`src/rtl/eqsel_pkg.sv`:
```
package eqsel_pkg;
   typedef enum logic [1:0] {
      STEP_KEEP = 2'd0,
      STEP_DOWN = 2'd1,
      STEP_UP   = 2'd2
   } step_e;
endpackage

```
`src/rtl/eqsel_cfg.sv`:
```
module eqsel_cfg #(
   parameter int CNT_W    = 8,
   parameter int HOLD_W   = 8,
   parameter int HOLD_DEF = 16
) (
   input  logic                 clk,
   input  logic                 rst_n,
   input  logic                 cfg_wr,
   input  logic                 cfg_sel,
   input  logic [2*CNT_W-1:0]   cfg_wdata,
   output logic [CNT_W-1:0]     thr_hi,
   output logic [CNT_W-1:0]     thr_lo,
   output logic [HOLD_W-1:0]    hold_len
);
   localparam logic [HOLD_W-1:0] HOLD_RST = HOLD_W'(HOLD_DEF);

   always_ff @(posedge clk) begin
      if (!rst_n) begin
         thr_hi   <= '0;
         thr_lo   <= '0;
         hold_len <= HOLD_RST;
      end else if (cfg_wr) begin
         if (!cfg_sel) begin
            thr_hi <= cfg_wdata[2*CNT_W-1:CNT_W];
            thr_lo <= cfg_wdata[CNT_W-1:0];
         end else begin
            hold_len <= cfg_wdata[HOLD_W-1:0];
         end
      end
   end
endmodule

```
`src/rtl/eqsel_decide.sv`:
```
module eqsel_decide
   import eqsel_pkg::*;
#(
   parameter int CNT_W = 8
) (
   input  logic             sample_en,
   input  logic [CNT_W-1:0] count,
   input  logic [CNT_W-1:0] thr_hi,
   input  logic [CNT_W-1:0] thr_lo,
   output step_e            step
);
   logic win_ok;
   logic above;
   logic below;

   assign win_ok = (thr_lo <= thr_hi);
   assign above  = (count > thr_hi);
   assign below  = (count < thr_lo);

   always_comb begin
      step = STEP_KEEP;
      if (sample_en && win_ok) begin
         if (above)      step = STEP_DOWN;
         else if (below) step = STEP_UP;
      end
   end
endmodule

```
`src/rtl/eqsel_holdoff.sv`:
```
module eqsel_holdoff #(
   parameter int HOLD_W  = 8,
   parameter bit HOLD_EN = 1'b1
) (
   input  logic              clk,
   input  logic              rst_n,
   input  logic              pk_valid,
   input  logic              changed,
   input  logic [HOLD_W-1:0] hold_len,
   output logic              busy
);
   generate
      if (HOLD_EN) begin : g_hold
         logic [HOLD_W-1:0] remain;
         always_ff @(posedge clk) begin
            if (!rst_n)                     remain <= '0;
            else if (changed)               remain <= hold_len;
            else if (pk_valid && remain != '0) remain <= remain - 1'b1;
         end
         assign busy = (remain != '0);
      end else begin : g_nohold
         logic unused;
         assign unused = ^{clk, rst_n, pk_valid, changed, hold_len};
         assign busy   = 1'b0;
      end
   endgenerate
endmodule

```
`src/rtl/eqsel_level.sv`:
```
module eqsel_level
   import eqsel_pkg::*;
#(
   parameter int LVL_W = 3
) (
   input  logic             clk,
   input  logic             rst_n,
   input  step_e            step,
   output logic [LVL_W-1:0] level,
   output logic             changed
);
   localparam logic [LVL_W-1:0] LVL_MAX = {LVL_W{1'b1}};
   localparam logic [LVL_W-1:0] LVL_MIN = '0;

   logic [LVL_W-1:0] nxt;

   always_comb begin
      nxt = level;
      case (step)
         STEP_DOWN: if (level != LVL_MIN) nxt = level - 1'b1;
         STEP_UP:   if (level != LVL_MAX) nxt = level + 1'b1;
         default:   nxt = level;
      endcase
   end

   assign changed = (nxt != level);

   always_ff @(posedge clk) begin
      if (!rst_n) level <= LVL_MIN;
      else        level <= nxt;
   end
endmodule

```
`src/rtl/eq_level_sel.sv`:
```
module eq_level_sel
   import eqsel_pkg::*;
#(
   parameter int CNT_W    = 8,
   parameter int LVL_W    = 3,
   parameter int HOLD_W   = 8,
   parameter int HOLD_DEF = 16,
   parameter bit HOLD_EN  = 1'b1
) (
   input  logic                clk,
   input  logic                rst_n,
   input  logic                cfg_wr,
   input  logic                cfg_sel,
   input  logic [2*CNT_W-1:0]  cfg_wdata,
   input  logic                auto_en,
   input  logic                pk_valid,
   input  logic [CNT_W-1:0]    pk_count,
   output logic [LVL_W-1:0]    eq_level
);
   generate
      if (CNT_W < 1 || LVL_W < 1 || HOLD_W < 1)
         $error("eq_level_sel: widths must be positive");
      if (HOLD_W > 2*CNT_W)
         $error("eq_level_sel: settling length wider than write data");
      if (HOLD_DEF >= (1 << HOLD_W) || HOLD_DEF < 0)
         $error("eq_level_sel: default settling length out of range");
   endgenerate

   logic [CNT_W-1:0]  thr_hi;
   logic [CNT_W-1:0]  thr_lo;
   logic [HOLD_W-1:0] hold_len;
   logic              hold_busy;
   logic              lvl_changed;
   logic              sample_en;
   step_e             step;

   eqsel_cfg #(.CNT_W(CNT_W), .HOLD_W(HOLD_W), .HOLD_DEF(HOLD_DEF)) u_cfg (
      .clk(clk), .rst_n(rst_n), .cfg_wr(cfg_wr), .cfg_sel(cfg_sel),
      .cfg_wdata(cfg_wdata), .thr_hi(thr_hi), .thr_lo(thr_lo),
      .hold_len(hold_len)
   );

   assign sample_en = pk_valid && auto_en && !hold_busy;

   eqsel_decide #(.CNT_W(CNT_W)) u_decide (
      .sample_en(sample_en), .count(pk_count), .thr_hi(thr_hi),
      .thr_lo(thr_lo), .step(step)
   );

   eqsel_level #(.LVL_W(LVL_W)) u_level (
      .clk(clk), .rst_n(rst_n), .step(step), .level(eq_level),
      .changed(lvl_changed)
   );

   eqsel_holdoff #(.HOLD_W(HOLD_W), .HOLD_EN(HOLD_EN)) u_hold (
      .clk(clk), .rst_n(rst_n), .pk_valid(pk_valid), .changed(lvl_changed),
      .hold_len(hold_len), .busy(hold_busy)
   );
endmodule

```
`config.mk`:
```
export PLATFORM = sky130hd
export DESIGN_NAME = eq_level_sel
export DESIGN_NICKNAME = d
export VERILOG_FILES = /design/src/rtl/eqsel_pkg.sv /design/src/rtl/eqsel_cfg.sv /design/src/rtl/eqsel_decide.sv /design/src/rtl/eqsel_holdoff.sv /design/src/rtl/eqsel_level.sv /design/src/rtl/eq_level_sel.sv
export SDC_FILE = /design/constraint.sdc
export NUM_CORES = 1
export LEC_CHECK = 0
export ABC_AREA = 1
export BUFFER_PORTS_ARGS = -buffer_cell sky130_fd_sc_hd__buf_2
export CAP_MARGIN = 20
export CORE_MARGIN = 10
export CORE_UTILIZATION = 40
export CTS_CLUSTER_SIZE = 14
export DETAILED_ROUTE_END_ITERATION = 10
export MAX_ROUTING_LAYER = met4
export PLACE_DENSITY = 0.57
export SYNTH_ARGS = -nofsm -noshare
export SYNTH_HDL_FRONTEND = slang
export SYNTH_HIERARCHICAL = 1
export SYNTH_SLANG_ARGS = --single-unit
```
`constraint.sdc`:
```
create_clock -name clk -period 9 [get_ports clk]
set_clock_uncertainty 0.1 [all_clocks]
set_input_delay 1.8 -clock clk [delete_from_list [all_inputs] [get_ports clk]]
set_output_delay 1.8 -clock clk [all_outputs]
set_load 0.05 [all_outputs]
```
==> reports/qor.yml <==
logic_synthesis:
  synth_top_area_frac: 0.2779
  ys_ff_latch: 35
  synthSimpleGateAreaFrac: 0.3638
  synthMuxAreaShare: 0
  synth_compound_area_frac: 0.08983
  synth_common_cells: "nand2_1, nor2_1, inv_1"
  netlist_area_um2: 2521
  synthXorXnorAreaFrac: 0.003474
  synth_flop_cell: "dfxtp_1"
  synthMostInstantiatedCell: "nand2_1"
  synth_edf_count: 0
  synth_top_family_by_area: "simple AND/OR/NAND/NOR gates"
  synth.area.top_cells: "dfxtp_1, ha_1, nand2_1"
  synth_fa_ha_area_frac: 0.1439
  syn_nets: 449
  netlist.top_cell.by_area: "dfxtp_1"
  syn_inst: 390
  synthArstFlopShare: 0
  yosysWarnings: 6
  seq_area_frac_synth: 0.2779
  synth.avg_cell_area_um2: 6.465
  synth_cell_types: 27
clock_network:
  ctsLongestPathBuffers: 2
  post-cts-setup-buffer-count: 0
  cts.repair.resized: 0
  clkTransAtPathRegs_ns: 0.08
  root_buffer: "clkbuf_8"
  numClockSinks: 35
  clkLatencyLatePin_ns: 0.29
  cts_tree: "done"
  hold_buffers: 0
  cts-buffers-inserted: 5
  htreeDepth: 2
timing:
  hold_viol_final: 0
  slew_violations: 0
  max_freq_ghz: 0.2138
  final.setup.worst_slack_ns: 4.323
  finalSetupTns_ns: 0
  setup_violations: 0
  period_needed_ns: 4.677
  slew_headroom: 0.6766
  fin_crit_sh: 0.5197
  tightest_slew_ns: 0.4845
  grt_setup_unrepaired: "false"
  whs_ns: 0.3865
placed_design:
  dp_slack_ns: 4.023
  hpwl_um: 4616
  postPlaceCellArea_um2: 2718
  place_congestion: 0.9062
  port_buffers: 32
global_route:
  grt_pass1_vias: 2178
  track_usage: 0.1186
  antenna_found_initial: 0
  grt_max_degree: 30
  grt_pass1_wl_um: 9666
  grt.overflow.total: 0
detailed_routing:
  drc: 0
  wirelength_um: 5600
  dr_total_vias: 2293
  antenna_left: 0
  dr.pass1.iters: 4
  drtIter0Drc: 59
  vias_per_cell: 4.604
  wl_per_cell_um: 11.24
worst_setup_path:
  reg2reg_setup_slack_ns: 5.38
  worstSetupPathType: "input pin to flop"
  r2r_end: "u_hold/g_hold.remain[4]"
  r2r-start: "u_hold/g_hold.remain[0]"
  worstSetupEndpointType: "flop"
  required_ns: 9.08
  cp.arrival_ns: 4.76
  worstPathMaxFanout: 11
  start_kind: "input pin"
  ff2ff_path_depth: 19
min_path:
  whs_endpoint: "u_cfg/thr_hi[2]"
  hp-start: "u_cfg/thr_hi[2]"
  hold_depth: 2
  hp-class: "flop to flop"
power_and_ir_drop:
  seqPwrFrac: 0.350
  power-per-cell-area_nw_per_um2: 204.6
  switching_power_mw: 0.2398
  switching_share: 0.4162
  clockPowerShare: 0.212
  peakVddDrop_v: 0.0001264
  power_leakage_nw: 1.424
  combPwrFrac: 0.437
  power.internal_mw: 0.3364
finish:
  final_area_um2: 2816
  final_nets: 481
  finish.utilization: 0.4674
  diodes: 0
  area_growth_pct: 11.71
  drive_gt1_frac: 0.1560
run:
  drv_cap: 0
die:
  row_count: 28
  top_level_ports: 33
  die_h_um: 99.39
  die_w_um: 99.39
  core_region_area_um2: 6026
  die_area_um2: 9878
  initial_utilization: 0.4184
run_status:
  status: "finished clean"
==> cell usage in the layout (no fill, tap or decap) <==
cell,Yosys,layout
o21ai_2,1,1
nor2_8,1,1
clkbuf_8,0,6
clkinvlp_4,0,1
clkinv_1,1,1
o21a_1,2,2
o21ai_0,15,15
dfxtp_1,35,35
nand4_1,7,7
inv_1,58,58
nand3_1,31,31
a21oi_1,14,14
clkinv_4,0,1
nand2_2,5,5
nand2_1,89,89
a21oi_2,3,3
inv_2,7,7
o21ai_1,5,5
nor2_2,5,5
nor2_4,3,3
o22ai_1,1,1
or2_0,1,1
buf_2,1,32
ha_1,29,29
nor2_1,68,68
xnor2_1,1,1
or2_2,1,1
==> cell type report <==
class	count	area (µm²)
flip-flops and latches	35	700.7
inverters	66	247.7
well taps	75	93.84
multi-input cells	282	1515
repair buffers	32	160.2
clock buffers	6	82.58
clock inverters	2	16.27
fillers	677	3209
==> flip-flops by register name, summed over array words and instances (netlist names) <==
signal	count
u_level/level	3
u_cfg/hold_len	8
u_hold/g_hold.remain	8
u_cfg/thr_hi	8
u_cfg/thr_lo	8
==> cell families after synthesis <==
group,count (synthesis)
AO/OA/AOI/OAI,41
adder cells (fa/ha/maj),29
XOR/XNOR,1
buffers and inverters,73
AND/OR/NAND/NOR,211
flip-flops,35
==> metal layers <==
| layer | part of all wire | vias up | GRT usage |
|---|---|---|---|
| met5 | 0 | - | - |
| met4 | 0.0071 | 0 | 0.02977 |
| li1 | - | 1283 | - |
| met1 | 0.54 | 965 | 0.1597 |
| met3 | 0.042 | 5 | 0.02837 |
| met2 | 0.41 | 40 | 0.1728 |
==> worst max-delay path: stages <==
cell,delay [ns]
buf_2,0.11
ha_1,0.28
nand2_1,0.08
inv_2,0.06
nand2_1,0.05
nand2_1,0.05
nand2_1,0.04
nand2_1,0.05
nand2_1,0.07
nor2_1,0.17
inv_1,0.06
ha_1,0.34
inv_1,0.18
nand2_1,0.09
o21ai_1,0.12
nor2_1,0.06
nand2_1,0.32
clkinv_1,0.33
or2_2,0.34
nand3_1,0.10
a21oi_2,0.05
==> how the worst max path moves through the flow <==
stage | start | end | slack, ns
floorplan | pk_count[7] | u_hold/g_hold.remain[4] | 4.75
global placement | pk_count[7] | u_hold/g_hold.remain[4] | 4.09
detailed placement | pk_count[3] | u_hold/g_hold.remain[4] | 4.02
CTS | pk_count[3] | u_hold/g_hold.remain[4] | 4.33
global route | pk_count[3] | u_hold/g_hold.remain[4] | 4.00
finish | pk_count[3] | u_hold/g_hold.remain[4] | 4.32
==> per-stage QoR <==
step           power (mW)  instances
3_3_place_gp       0.4556        490
4_1_cts            0.5820        498
3_5_place_dp       0.4571        490
5_1_grt            0.6318        498
6_report           0.5762        498
2_1_floorplan      0.4043        390
==> power by group through the flow <==
stage                     registers [mW]  clock network, mW  logic (mW)
after global routing               0.207              0.135       0.290
after global placement             0.205                  0       0.250
after detailed placement           0.206                  0       0.251
final                              0.202              0.122       0.252
after CTS                          0.202              0.127       0.253
after floorplan                    0.201                  0       0.203
No activity file was read; power rests on OpenSTA's default activity.
